$ cat config.mk
export PLATFORM = sky130hd
export DESIGN_NAME = acg_master_clkgen
export DESIGN_NICKNAME = d
export VERILOG_FILES = /design/src/rtl/acg_pkg.sv /design/src/rtl/acg_sclk_timer.sv /design/src/rtl/acg_frame_ctr.sv /design/src/rtl/acg_master_clkgen.sv
export SDC_FILE = /design/constraint.sdc
export NUM_CORES = 1
export LEC_CHECK = 0
export CAP_MARGIN = 20
export CELL_PAD_IN_SITES_DETAIL_PLACEMENT = 0
export CELL_PAD_IN_SITES_GLOBAL_PLACEMENT = 1
export CORE_AREA = 2 2 69 71
export DETAILED_ROUTE_END_ITERATION = 12
export DIE_AREA = 0 0 71 73
export GPL_TIMING_DRIVEN = 0
export HOLD_SLACK_MARGIN = 0.1
export MAX_ROUTING_LAYER = met4
export PLACE_DENSITY_LB_ADDON = 0.1
export SYNTH_ARGS = -nofsm -noshare
export SYNTH_HDL_FRONTEND = slang
export SYNTH_SLANG_ARGS = --single-unit
export TNS_END_PERCENT = 50
$ cat constraint.sdc
create_clock -name mclk_i -period 3.8 [get_ports mclk_i]
set_input_delay 0.95 -clock mclk_i [delete_from_list [all_inputs] [get_ports mclk_i]]
set_output_delay 0.95 -clock mclk_i [all_outputs]
set_load 0.01 [all_outputs]
$ cat src/rtl/acg_pkg.sv
package acg_pkg;

    localparam int CNT_W       = 4;            // holds the longest bit clock period
    localparam int SLOTS_LOG2  = 6;            // 64 bit clock periods per frame
    localparam int LAST_VALID  = 2;            // highest supported ratio code

    typedef struct packed {
        logic       dbl;
        logic [2:0] rate;
        logic       tdm;
    } acg_cfg_t;

    function automatic logic cfg_ok(acg_cfg_t c);
        return (c.rate <= 3'(LAST_VALID)) && !c.tdm;
    endfunction

    // master clock cycles per bit clock period
    function automatic logic [CNT_W-1:0] sclk_div(acg_cfg_t c);
        logic [CNT_W-1:0] base;
        case (c.rate)
            3'd0:    base = CNT_W'(4);
            3'd1:    base = CNT_W'(6);
            default: base = CNT_W'(8);
        endcase
        return c.dbl ? (base >> 1) : base;
    endfunction

    // cycles spent low at the start of a period: ceil(n/2)
    function automatic logic [CNT_W-1:0] low_len(logic [CNT_W-1:0] n);
        logic [CNT_W:0] w;
        w = ({1'b0, n} + (CNT_W+1)'(1)) >> 1;
        return w[CNT_W-1:0];
    endfunction

endpackage

$ cat src/rtl/acg_sclk_timer.sv
module acg_sclk_timer #(
    parameter int W = 4
) (
    input  logic         clk,
    input  logic         rst,
    input  logic         go_i,
    input  logic         load_i,
    input  logic [W-1:0] period_i,
    output logic [W-1:0] cnt_d,
    output logic         tick_o
);
    logic [W-1:0] cnt_q;

    assign tick_o = (cnt_q == period_i - W'(1));

    always_comb begin
        if (!go_i || load_i || tick_o) cnt_d = '0;
        else                           cnt_d = cnt_q + W'(1);
    end

    always_ff @(posedge clk) begin
        if (rst) cnt_q <= '0;
        else     cnt_q <= cnt_d;
    end

    AST_CNT_IN_PERIOD: assert property (@(posedge clk) disable iff (rst)
        cnt_q < period_i) else $error("cycle count beyond period");

endmodule

$ cat src/rtl/acg_frame_ctr.sv
module acg_frame_ctr #(
    parameter int BW = 6
) (
    input  logic          clk,
    input  logic          rst,
    input  logic          go_i,
    input  logic          load_i,
    input  logic          tick_i,
    output logic [BW-1:0] slot_d,
    output logic          last_o
);
    logic [BW-1:0] slot_q;

    assign last_o = &slot_q;

    always_comb begin
        if (!go_i || load_i) slot_d = '0;
        else if (tick_i)     slot_d = slot_q + BW'(1);
        else                 slot_d = slot_q;
    end

    always_ff @(posedge clk) begin
        if (rst) slot_q <= '0;
        else     slot_q <= slot_d;
    end

    AST_SLOT_HOLD: assert property (@(posedge clk) disable iff (rst)
        (go_i && !load_i && !tick_i) |=> $stable(slot_q)) else $error("slot moved mid period");

endmodule

$ cat src/rtl/acg_master_clkgen.sv
module acg_master_clkgen
    import acg_pkg::*;
(
    input  logic       mclk_i,
    input  logic       rst_i,
    input  logic       en_i,
    input  logic       dbl_speed_i,
    input  logic [2:0] rate_sel_i,
    input  logic       tdm_req_i,
    output logic       sclk_o,
    output logic       lrck_o,
    output logic       sclk_fall_o,
    output logic       frame_start_o,
    output logic       cfg_err_o
);
    acg_cfg_t cfg_in, cfg_q, cfg_use;
    logic     active_q, boundary, run, tick, last;
    logic [CNT_W-1:0]      cnt_d;
    logic [SLOTS_LOG2-1:0] slot_d;

    always_comb begin
        cfg_in.dbl  = dbl_speed_i;
        cfg_in.rate = rate_sel_i;
        cfg_in.tdm  = tdm_req_i;
    end

    assign boundary = !active_q || (tick && last);
    assign cfg_use  = boundary ? cfg_in : cfg_q;
    assign run      = en_i && cfg_ok(cfg_use);

    acg_sclk_timer #(.W(CNT_W)) u_timer (
        .clk      (mclk_i),
        .rst      (rst_i),
        .go_i     (run),
        .load_i   (boundary),
        .period_i (sclk_div(cfg_q)),
        .cnt_d    (cnt_d),
        .tick_o   (tick)
    );

    acg_frame_ctr #(.BW(SLOTS_LOG2)) u_frame (
        .clk    (mclk_i),
        .rst    (rst_i),
        .go_i   (run),
        .load_i (boundary),
        .tick_i (tick),
        .slot_d (slot_d),
        .last_o (last)
    );

    always_ff @(posedge mclk_i) begin
        if (rst_i) begin
            cfg_q         <= '0;
            active_q      <= 1'b0;
            sclk_o        <= 1'b0;
            lrck_o        <= 1'b0;
            sclk_fall_o   <= 1'b0;
            frame_start_o <= 1'b0;
            cfg_err_o     <= 1'b0;
        end else begin
            cfg_q         <= cfg_use;
            active_q      <= run;
            cfg_err_o     <= !cfg_ok(cfg_use);
            sclk_o        <= run && (cnt_d >= low_len(sclk_div(cfg_use)));
            lrck_o        <= run && slot_d[SLOTS_LOG2-1];
            sclk_fall_o   <= run && (cnt_d == '0);
            frame_start_o <= run && (cnt_d == '0) && (slot_d == '0);
        end
    end

    AST_FALL_STROBED: assert property (@(posedge mclk_i) disable iff (rst_i)
        (active_q && $fell(sclk_o)) |-> sclk_fall_o) else $error("unmarked fall");
    AST_FALL_LOW: assert property (@(posedge mclk_i) disable iff (rst_i)
        sclk_fall_o |-> !sclk_o) else $error("strobe with clock high");
    AST_LRCK_ON_FALL: assert property (@(posedge mclk_i) disable iff (rst_i)
        (active_q && !$stable(lrck_o)) |-> sclk_fall_o) else $error("frame clock off edge");
    AST_FRAME_LRCK_LOW: assert property (@(posedge mclk_i) disable iff (rst_i)
        frame_start_o |-> (!lrck_o && sclk_fall_o)) else $error("frame start phase");
    AST_ERR_QUIET: assert property (@(posedge mclk_i) disable iff (rst_i)
        cfg_err_o |-> (!sclk_o && !lrck_o && !sclk_fall_o)) else $error("clocks during error");
    AST_CFG_HOLD: assert property (@(posedge mclk_i) disable iff (rst_i)
        (active_q && !frame_start_o) |-> $stable(cfg_q)) else $error("config changed mid frame");

endmodule

### Word level (Yosys, flattened, before mapping)

Cells that the tools add are included.

* order comparisons: 2
* muxes and demuxes: 9
* reductions and logical operators: 19
* equal/unequal tests: 3
* $add $sub $neg: 4

Operators by type and width (number)
* 2-to-1 mux 4 bit: 4
* case mux 4 bit (2 select lines): 2
* 2-to-1 mux 6 bit: 2
* logical AND 1 bit: 7
* adder 6 x 1 -> 6 bit, second input constant: 1
* == test 3 x 1 -> 1 bit, second input constant: 2
* zero test 3 bit: 2
* zero test 6 bit: 1
* AND reduction 6 bit: 1
* adder 4 x 1 -> 5 bit, second input constant: 1
* 2-to-1 mux 5 bit: 1
* adder 4 x 1 -> 4 bit, second input constant: 1
* == test 4 bit: 1
* greater-or-equal comparator 4 bit: 1
* zero test 1 bit: 4
* zero test 4 bit: 1
* subtractor 4 x 1 -> 4 bit, second input constant: 1
* less-or-equal comparator 3 x 2 -> 1 bit, second input constant: 1
* logical OR 1 bit: 3

* word-level logic and storage cells: 48
* input port bits: 8
* bits in registers: 21

### Logic depth before layout (Yosys ltp)

Gate-level depths: netlist of the first run.

* depth after elaboration: 18
* gate-level depth with buffers: 17

### Modules after synthesis

From an unflattened synthesis of the first run, not the netlist that was laid out.

* cells, all modules: 138
* area total of the unflattened synthesis: 1197.4 sq um

By module, submodules not included
* acg_master_clkgen: times used 1, cells each 71, area each 604.3 sq um
* acg_sclk_timer: times used 1, cells each 32, area each 305.3 sq um
* acg_frame_ctr: times used 1, cells each 35, area each 287.8 sq um

### Least setup slack after synthesis of the first run

Ideal clock, no wire load.

* path kind: reg-to-reg
* from: register cfg_q[3] (netlist name)
* to: register sclk_o
* path slack: 0.405 ns
* arrival time: 3.269 ns
* stages on the path, launching flop included: 17
* library setup time: 0.125 ns
* path buffers: 1
* required time: 3.675 ns
* cell sequence: dfxtp_1 nor2_1 inv_1 ha_1 xor2_1 xnor2_1 nand3_2 o31ai_4 buf_6 mux2i_1 ha_1 xnor2_1 ha_1 a21o_1 a21o_1 a21oi_1 nor2_1

* word-level cells in the longest chain between the ends: 17
* elaborated cells on any way between the ends: 25
* classes of those cells: add/sub (2); order compare (2); eq/ne (3); mux (7); reduce/logical (11)

Ends and longest elaborated chain
* start, declared: RTL line acg_master_clkgen.sv:16 `acg_cfg_t cfg_in, cfg_q, cfg_use;`
* start signal, assigned: RTL line acg_master_clkgen.sv:61 `cfg_q <= cfg_use;`
* parallel branches: the longest is 16 deep, another holds subtractor 4 x 1 -> 4 bit
* logical AND 1 bit (*): RTL line acg_master_clkgen.sv:64 `sclk_o <= run && (cnt_d >= low_len(sclk_div(cfg_use)));`
* end signal, assigned: RTL line acg_master_clkgen.sv:64
* end, declared: RTL line acg_master_clkgen.sv:10 `output logic sclk_o,`

Mark *: on every way between the ends. The select of a mux whose other input is x is not followed.
A chain may end at the register's enable or synchronous reset.

### Worst setup path in the final report of the first run

Ends and elaborated chain as after synthesis.

==> results of run 1 <==
[critical path: stages (launching register included)]
cell	delay, ns
dfxtp_1	0.36
nor2_2	0.18
inv_1	0.13
ha_4	0.30
xor2_1	0.17
xnor2_1	0.16
nand3_2	0.21
o31ai_4	0.30
buf_6	0.16
mux2i_2	0.23
ha_1	0.28
xnor2_1	0.14
ha_1	0.28
a21o_1	0.16
a21o_1	0.16
a21oi_1	0.17
nor2_1	0.06
[synthesized netlist by cell type]
cell | n | area share (%)
a211o_1 | 1 | 0.71
a211oi_1 | 1 | 0.61
a21boi_0 | 1 | 0.61
a21o_1 | 2 | 1.2
a21oi_1 | 5 | 2.0
a21oi_2 | 1 | 0.71
a31oi_1 | 1 | 0.51
and3_1 | 2 | 1.0
and4b_1 | 1 | 0.81
buf_6 | 1 | 0.91
clkbuf_1 | 2 | 0.61
dfxtp_1 | 21 | 34
ha_1 | 9 | 9.1
inv_1 | 5 | 1.5
mux2_2 | 1 | 0.91
mux2i_1 | 7 | 5.7
nand2_1 | 6 | 1.8
nand2b_1 | 2 | 1.0
nand3_1 | 8 | 3.2
nand3_2 | 1 | 0.81
nand3b_1 | 1 | 0.61
nand4bb_1 | 1 | 0.91
nor2_1 | 22 | 6.7
nor3_1 | 8 | 3.2
nor3b_1 | 4 | 2.4
nor4_1 | 1 | 0.51
o21ai_0 | 2 | 0.81
o21ai_1 | 1 | 0.40
o31ai_1 | 1 | 0.61
o31ai_4 | 1 | 1.7
or2_1 | 1 | 0.51
or2_2 | 2 | 1.0
xnor2_1 | 12 | 8.5
xnor2_2 | 1 | 1.3
xor2_1 | 4 | 2.8
[flip-flops by register name (all words and copies together) (netlist names)]
name	cells
sclk_o	1
sclk_fall_o	1
active_q	1
u_timer.cnt_q	4
lrck_o	1
u_frame.slot_q	6
cfg_q	5
frame_start_o	1
cfg_err_o	1
[layer usage]
metal	routed length (um)	up-vias
met5	0	-
li1	-	524
met3	70	2
met4	23	0
met1	1320	460
met2	1300	11
[cells by family after synthesis]
group                    Yosys count  share of synthesized area [%]
AO/OA/AOI/OAI                     17                           9.93
flip-flops                        21                           34.0
AND/OR/NAND/NOR                   60                           24.6
adder cells (fa/ha/maj)            9                           9.12
buffers and inverters              8                           3.04
XOR/XNOR                          17                           12.7
multiplexers                       8                           6.59
[cell type report]
| class | instances | area [um2] | area share (%) |
|---|---|---|---|
| clock buffer | 4 | 45.0 | 2.99 |
| sequential | 21 | 420 | 27.9 |
| multi-input combinational | 111 | 796 | 52.7 |
| timing repair buffer | 15 | 143 | 9.45 |
| inverter | 5 | 18.8 | 1.24 |
| tap | 54 | 67.6 | 4.48 |
| buffer | 3 | 18.8 | 1.24 |
[stage by stage]
stage	instances	instance area (um2)	setup WS (ns)
3_3_place_gp	206	1420	-0.0482
3_5_place_dp	206	1420	-0.0594
6_report	213	1510	0.230
4_1_cts	211	1480	0.0167
5_1_grt	213	1510	0.0228
2_1_floorplan	140	1230	0.405
[power by group through the flow]
stage | clock [mW] | combinational (mW) | sequential (mW)
2_1_floorplan | 0 | 0.0502 | 0.234
3_3_place_gp | 0 | 0.0728 | 0.235
3_5_place_dp | 0 | 0.0741 | 0.235
4_1_cts | 0.159 | 0.0754 | 0.230
5_1_grt | 0.167 | 0.0868 | 0.231
6_report | 0.147 | 0.0785 | 0.230
[repair_timing]
item                                    4_1_cts  5_1_grt
resized for setup                             0        3
endpoints found under the setup margin        1        1
hold buffers                                  0        0
setup buffers                                 1        2
pin swaps                                     1        2
[worst max path at each step]
stage	endpoint	cells after the start	from	slack [ns]
floorplan	sclk_o	16	cfg_q[3]	0.41
global placement	sclk_o	16	cfg_q[3]	-0.05
detailed placement	sclk_o	16	cfg_q[3]	-0.06
CTS	sclk_o	16	cfg_q[3]	0.02
global route	sclk_o	16	cfg_q[3]	0.02
finish	sclk_o	16	cfg_q[3]	0.23
==> flow_summary.json, run 1 <==
{
  "num-fill-cells": 485,
  "grt_pass1_vias": 953,
  "max_cap_viol_count": 0,
  "use_met3_pct": 1.80,
  "die_area_um2": 5180,
  "leakagePower_nw": 0.584,
  "holdWs_ns": 0.532,
  "ant_nets": 0,
  "htree_num_levels": 1,
  "drive_above_1_share_pct": 10.7,
  "rows": 25,
  "required_ns": 3.94,
  "ys_warn_count": 0,
  "worst-setup-path-type": "reg2reg",
  "power_frac_clock_pct": 32.3,
  "p_int_mw": 0.338,
  "cts_buffers": 3,
  "globalRouteTotalUtil_pct": 11.1,
  "finalSetupTns_ns": 0,
  "drcViolationCount": 0,
  "fin_crit_ns": 3.57,
  "grt_setup_unrepaired": "false",
  "cts_tree": "built",
  "worst_ir_drop_vdd_uv": 121,
  "syn-num-nets": 157,
  "power_mw": 0.456,
  "io_buffers": 12,
  "hold_end": "cfg_q[0]",
  "antenna_found_initial": 0,
  "detail_route.iter0.violations": 26,
  "synth_area_per_cell_um2": 8.82,
  "grtUsageMet1_pct": 14.3,
  "final_hold_viol_count": 0,
  "grt_busiest_layer": "met2",
  "grt_pass1_wl_um": 4360,
  "cp.arrival_ns": 3.71,
  "dr.pass1.iters": 4,
  "power.switching_mw": 0.117,
  "synth_area_um2": 1230,
  "fp.dieH_um": 73,
  "report.final.slew_viol_count": 0,
  "wire_per_inst_um": 12.7,
  "relSlewSlack_pct": 62.5,
  "r2r-end": "sclk_o",
  "combPwrFrac_pct": 17.2,
  "grt_start_max_net_pins": 12,
  "ys_types": 35,
  "utilization_pct": 33.3,
  "cts_root_buf": "clkbuf_8",
  "grtUsageMet2_pct": 18.1,
  "clk_pin_slew_ns": 0.08,
  "reg2regPathDepth": 16,
  "cts_sinks": 21,
  "via_per_inst": 4.68,
  "clk_latency_ns": 0.26,
  "r2r_start": "cfg_q[3]",
  "n_antenna_cell": 0,
  "overflow": 0,
  "status": "completed",
  "pin_count": 13,
  "start_util_pct": 27.2,
  "worstHoldStart": "cfg_q[0]",
  "power.sequential.fraction_pct": 50.5,
  "fmax_ghz": 0.280,
  "sw_frac_of_total_pct": 25.8,
  "fin_crit_sh_pct": 94.0,
  "dp_hpwl_um": 2040,
  "yosys_register_bits": 21,
  "startpoint_type": "flop",
  "drt_wl_total_um": 2710,
  "skew_ns": 0.00565,
  "final_cell_mix": "nor2_1, dfxtp_1, xnor2_1, clkdlybuf4s50_1",
  "tightestPinTransition_ns": 0.559,
  "syn_inst": 140,
  "coreArea_um2": 4540,
  "num_vias": 997,
  "min_path_cells": 2,
  "min_path_type": "reg2reg",
  "gp_congestion": 0.763,
  "clockBufferDepth": 2,
  "regToRegSetupSlack_ns": 0.23,
  "syn_to_final_growth_pct": 22.2,
  "powerDensity_nw_per_um2": 302,
  "worstSetupEndpointType": "flop",
  "cp_max_fo": 7,
  "fin_nets": 177,
  "die_x_um": 71,
  "yosysSeqAreaShare_pct": 34.0,
  "setup_viol": 0
}
Power figures use the tool's default switching activity.
==> inputs of run 2 (changes only) <==
Clock period 3.8 ns to 4.2 ns, I/O delays scaled along.
==> flow_summary.json, run 2 (same netlist as run 1, synthesis figures left out) <==
{
  "status": "completed",
  "top_register": "u_frame.slot_q",
  "largestRegisters": "u_frame.slot_q x6, cfg_q x5, u_timer.cnt_q x4",
  "gp_congestion": 0.763,
  "rows": 25,
  "final_cell_mix": "nor2_1, dfxtp_1, xnor2_1, clkdlybuf4s50_1, ha_1",
  "fin_crit_sh_pct": 91.7,
  "finalSetupTns_ns": 0,
  "critPathMostFrequentCell": "ha_1",
  "dp_slack_ns": 0.341,
  "htree_num_levels": 1,
  "syn_to_final_growth_pct": 18.8,
  "multiInputGateArea_um2": 777,
  "final_common_cell": "nor2_1",
  "cp.arrival_ns": 3.99,
  "detail_route.iter0.violations": 17,
  "coreArea_um2": 4540,
  "clockBufferDepth": 2,
  "cp_max_fo": 10,
  "regToRegSetupSlack_ns": 0.35,
  "via_per_inst": 4.70,
  "tightestPinTransition_ns": 0.560,
  "globalRouteTotalUtil_pct": 11.1,
  "required_ns": 4.34,
  "power.sequential.fraction_pct": 51.0,
  "path_cells": "nor2_1, inv_1, ha_1, xor2_1, xnor2_1, nand3_2, o31ai_4, buf_6, mux2i_1, ha_1, xnor2_1, ha_1, a21o_1, a21o_1, a21oi_1, nor2_1",
  "min_path_type": "reg2reg",
  "sw_frac_of_total_pct": 25.6,
  "skew_ns": 0.00568,
  "leakagePower_nw": 0.576,
  "grt_pass1_wl_um": 4350,
  "cp_slowest_cell": "o31ai_4",
  "ff_latch_area_um2": 420,
  "io_buffers": 12,
  "largest_reg_flops": 6,
  "startpoint_type": "flop",
  "num_vias": 988,
  "worst_ir_drop_vdd_uv": 109,
  "num-fill-cells": 486,
  "dp_hpwl_um": 2040,
  "pin_count": 13,
  "drt_wl_total_um": 2630,
  "dr.pass1.iters": 4,
  "n_antenna_cell": 0,
  "start_util_pct": 27.2,
  "power_frac_clock_pct": 32.6,
  "finalWorstSetupSlack_ns": 0.347,
  "setup_viol": 0,
  "cts_buffers": 3,
  "ctsHoldBuffers": 0,
  "drcViolationCount": 0,
  "clk_latency_ns": 0.26,
  "fin_crit_ns": 3.85,
  "report.final.slew_viol_count": 0,
  "drive_above_1_share_pct": 7.05,
  "slowest_delay_ns": 0.41,
  "worstSetupEndpointType": "flop",
  "fin_nets": 174,
  "worst-setup-path-type": "reg2reg",
  "p_int_mw": 0.303,
  "grt_pass1_vias": 952,
  "max_cap_viol_count": 0,
  "antenna_found_initial": 0,
  "combPwrFrac_pct": 16.4,
  "grt_start_max_net_pins": 12,
  "cts_tree": "built",
  "powerDensity_nw_per_um2": 277,
  "die_x_um": 71,
  "final_hold_viol_count": 0,
  "relSlewSlack_pct": 62.4,
  "cts_sinks": 21,
  "power.switching_mw": 0.104,
  "cts-resized-gates": 0,
  "cts_setup_buffers": 0,
  "fp.dieH_um": 73,
  "ant_nets": 0,
  "fmax_ghz": 0.260,
  "cts_root_buf": "clkbuf_8",
  "clk_pin_slew_ns": 0.08,
  "overflow": 0,
  "wire_per_inst_um": 12.5,
  "die_area_um2": 5180,
  "grt_setup_unrepaired": "false"
}
## run 2: cell types whose count changed in the layout (fill, tap and decap cells not counted)
cell / change
nor2_2: -1
ha_1: +1
nor2_1: +1
mux2i_1: +1
mux2i_2: -1
buf_4: -3
ha_4: -1
## run 2: power by group through the flow
stage	Combinational [mW]	Clock [mW]	Sequential [mW]
floorplan	0.0454	0	0.212
global placement	0.0659	0	0.212
detailed placement	0.0671	0	0.212
CTS	0.0678	0.144	0.208
global route	0.0738	0.151	0.208
finish	0.0669	0.133	0.208
## run 2: per-stage QoR
step / utilization, % / std cells / hold WS, ns / instance area (um2) / total power [mW]
global route: 32.4 / 210 / 0.578 / 1470 / 0.433
global placement: 31.4 / 206 / 0.487 / 1420 / 0.278
CTS: 32.4 / 210 / 0.540 / 1470 / 0.419
detailed placement: 31.4 / 206 / 0.511 / 1420 / 0.279
floorplan: - / 140 / 0.462 / 1230 / 0.257
finish: 32.4 / 210 / 0.532 / 1470 / 0.407
## run 2: final cells by class
cell class                 instances  area share (%)
buffer                             3            1.28
multi-input combinational        111            52.9
inverter                           5            1.28
clock buffer                       4            3.07
timing repair buffer              12            8.18
sequential                        21            28.6
tap                               54            4.60
## run 2: path summary, 6_finish.rpt
| kind | cells after the start | startpoint | end |
|---|---|---|---|
| setup / recovery | 16 | cfg_q[3] | sclk_o |
| hold / removal | 2 | cfg_q[0] | cfg_q[0] |
| setup reg to reg | 16 | cfg_q[3] | sclk_o |
| hold reg to reg | 2 | cfg_q[0] | cfg_q[0] |
## run 2: routing by layer
layer  part of all wire, %  GRT usage, %  up-vias
met1                    49          14.2      460
met4                  0.87          3.14        0
met2                    48          18.1        7
met5                     0             -        -
li1                      -             -      519
met3                   1.9          1.80        2
## run 2: worst max-delay path, delay by kind of cell (launching register included)
kind,cells,cell delay (ns)
adders and majority gates,3,0.93
AOI/OAI and AO/OA,4,0.90
and+or+nand+nor,3,0.48
muxes,1,0.25
buffers and inverters,2,0.34
DFF,1,0.35
xor gates and xnor gates,3,0.47
==> inputs of run 3 (changes only) <==
Settings changed: ABC_AREA set to 1, ABC_CLOCK_PERIOD_IN_PS set to 4200.
==> flow_summary.json, run 3 <==
{
  "worst-setup-path-type": "reg2reg",
  "ys_types": 27,
  "final_area_um2": 1450,
  "yosysSeqAreaShare_pct": 34.2,
  "path_delay_family": "simple AND/OR/NAND/NOR gates",
  "finalSetupTns_ns": 0,
  "fmax_ghz": 0.297,
  "grt_setup_unrepaired": "false",
  "grt_pass1_vias": 1006,
  "relSlewSlack_pct": 68.2,
  "synthTopCellsByArea": "dfxtp_1, nand2_1, ha_1",
  "io_buffers": 11,
  "drt_wl_total_um": 2530,
  "power_frac_clock_pct": 32.7,
  "top_register": "u_frame.slot_q",
  "syn_inst": 163,
  "grt_start_max_net_pins": 13,
  "antenna_found_initial": 0,
  "synth_area_leader_cell": "dfxtp_1",
  "fp.dieH_um": 73,
  "synth_area_um2": 1230,
  "worst_ir_drop_vdd_uv": 109,
  "drive_above_1_share_pct": 12.4,
  "syn_to_final_growth_pct": 18.2,
  "cts_sinks": 21,
  "drcViolationCount": 0,
  "dp_hpwl_um": 2120,
  "cts_buffers": 3,
  "ys.flop_type": "dfxtp_1",
  "dr.pass1.iters": 4,
  "cts_setup_buffers": 0,
  "fin_nets": 196,
  "fin_crit_ns": 3.36,
  "fin_crit_sh_pct": 80.1,
  "finalWorstSetupSlack_ns": 0.835,
  "status": "completed",
  "power.sequential.fraction_pct": 51.7,
  "required_ns": 4.33,
  "slowest_delay_ns": 0.34,
  "min_path_type": "reg2reg",
  "tightestPinTransition_ns": 0.477,
  "powerDensity_nw_per_um2": 275,
  "num_vias": 973,
  "pin_count": 13,
  "ff_latch_area_um2": 420,
  "cp.arrival_ns": 3.50,
  "gp_congestion": 0.784,
  "placed_area_um2": 1410,
  "start_util_pct": 27.1,
  "path_cells": "nor2_4, inv_1, ha_1, inv_1, nand2_1, nand2_1, nand2_1, nand2_1, nor2_4, nand3_4, nand3_1, nand2_2, nor2_4, nand4_2, nor2_1, nand2_1, inv_1, ha_1, a21boi_0, o21ai_0, nand2_1, a21oi_1, nor3_1",
  "synth_area_per_cell_um2": 7.55,
  "synth_common_cells": "nand2_1, inv_1, dfxtp_1",
  "synth_most_common_cell": "nand2_1",
  "cp_num_buf_inv": 3,
  "worstSetupStartpoint": "cfg_q[3]",
  "cp_slowest_cell": "dfxtp_1",
  "overflow": 0,
  "synth_enable_flop_cells": 0,
  "sw_frac_of_total_pct": 26.0,
  "yosys_register_bits": 21,
  "leakagePower_nw": 0.718,
  "combPwrFrac_pct": 15.6,
  "final_cell_mix": "nand2_1, inv_1, dfxtp_1, nor2_1",
  "coreArea_um2": 4540,
  "critPathMostFrequentCell": "nand2_1",
  "rows": 25,
  "globalRouteTotalUtil_pct": 11.6,
  "cts_root_buf": "clkbuf_8",
  "stdcell_count": 232,
  "dp_cells": 228,
  "setup_viol": 0,
  "syn-num-nets": 180,
  "synth_top_area_share_pct": 34.2,
  "ctsHoldBuffers": 0,
  "die_area_um2": 5180,
  "final_hold_viol_count": 0,
  "ys_async_sr_fraction_pct": 0,
  "num-fill-cells": 487,
  "ys_warn_count": 0,
  "multiInputGateArea_um2": 716,
  "via_per_inst": 4.19,
  "r2r_start": "cfg_q[3]",
  "largest_reg_flops": 6,
  "clk_pin_slew_ns": 0.08,
  "skew_ns": 0.00387,
  "ant_nets": 0,
  "worstSetupEndpointType": "flop",
  "p_int_mw": 0.296,
  "final_common_cell": "nand2_1",
  "cts_tree": "built",
  "max_cap_viol_count": 0,
  "detail_route.iter0.violations": 13,
  "htree_num_levels": 1,
  "die_x_um": 71,
  "clk_latency_ns": 0.26,
  "power.switching_mw": 0.104,
  "grt_pass1_wl_um": 4570,
  "wire_per_inst_um": 10.9,
  "dp_slack_ns": 0.794,
  "report.final.slew_viol_count": 0,
  "worstHoldStart": "cfg_q[0]",
  "startpoint_type": "flop",
  "n_antenna_cell": 0,
  "cts-resized-gates": 0,
  "clockBufferDepth": 2,
  "largestRegisters": "u_frame.slot_q x6, cfg_q x5, u_timer.cnt_q x4",
  "cp_max_fo": 5
}
==> run 3: cell types whose count changed in the layout (fill, tap and decap cells not counted), sizes merged, moves of 3 or more <==
cell	previous run	this run
xor2	4	8
nor3	8	2
nand3	9	15
a21oi	6	3
nand2	6	41
o21ai	3	6
mux2i	7	0
xnor2	13	2
inv	5	23
==> run 3: metrics by stage <==
stage                     hold slack, ns  power, mW  utilization (%)
final                              0.509      0.400             32.1
after global routing               0.529      0.427             32.1
after CTS                          0.511      0.409             32.1
after detailed placement           0.497      0.275             31.0
after global placement             0.494      0.274             31.0
after floorplan                    0.470      0.256                -
==> run 3: worst paths after layout <==
path,cells after the start,end,slack (ns)
max,23,sclk_o,0.84
max reg2reg,23,sclk_o,0.84
min,2,cfg_q[0],0.51
min reg2reg,2,cfg_q[0],0.51
==> run 3: cells by family (layout without fill, tap and decap cells) <==
family | count (synthesis) | count (layout) | share of synthesized area (%)
AO/OA/AOI/OAI | 11 | 11 | 5.49
XOR/XNOR | 10 | 10 | 7.12
adder cells (fa/ha/maj) | 9 | 9 | 9.16
buffers and inverters | 25 | 40 | 7.63
flip-flops | 21 | 21 | 34.2
AND/OR/NAND/NOR | 87 | 87 | 36.4
==> run 3: power groups by stage <==
| stage | Sequential (mW) | Combinational, mW | Clock (mW) |
|---|---|---|---|
| global placement | 0.212 | 0.0622 | 0 |
| CTS | 0.207 | 0.0634 | 0.139 |
| global route | 0.208 | 0.0712 | 0.149 |
| finish | 0.207 | 0.0622 | 0.131 |
| floorplan | 0.212 | 0.0440 | 0 |
| detailed placement | 0.212 | 0.0630 | 0 |
==> run 3: tightest hold or removal path: cells and delay by family (launching register included) <==
| family | cells | cell delay (ns) |
|---|---|---|
| AOI/OAI and AO/OA | 1 | 0.07 |
| and+or+nand+nor | 1 | 0.09 |
| DFF | 1 | 0.30 |
==> run 3: area by class of cell <==
type,instances,share of cell area [%]
plain buffers,2,0.516
clock buffers,3,2.84
clock inverters,1,0.344
inverters,23,5.94
multi-input cells,117,49.2
flip-flops and latches,21,28.9
well taps,54,4.65
repair buffers,11,7.57
==> run 3: metal layers <==
layer / wire length, um / global-route usage, % / up-vias
li1: - / - / 543
met3: 67 / 1.66 / 4
met2: 1080 / 17.2 / 14
met5: 0 / - / -
met1: 1340 / 15.9 / 412
met4: 46 / 4.61 / 0
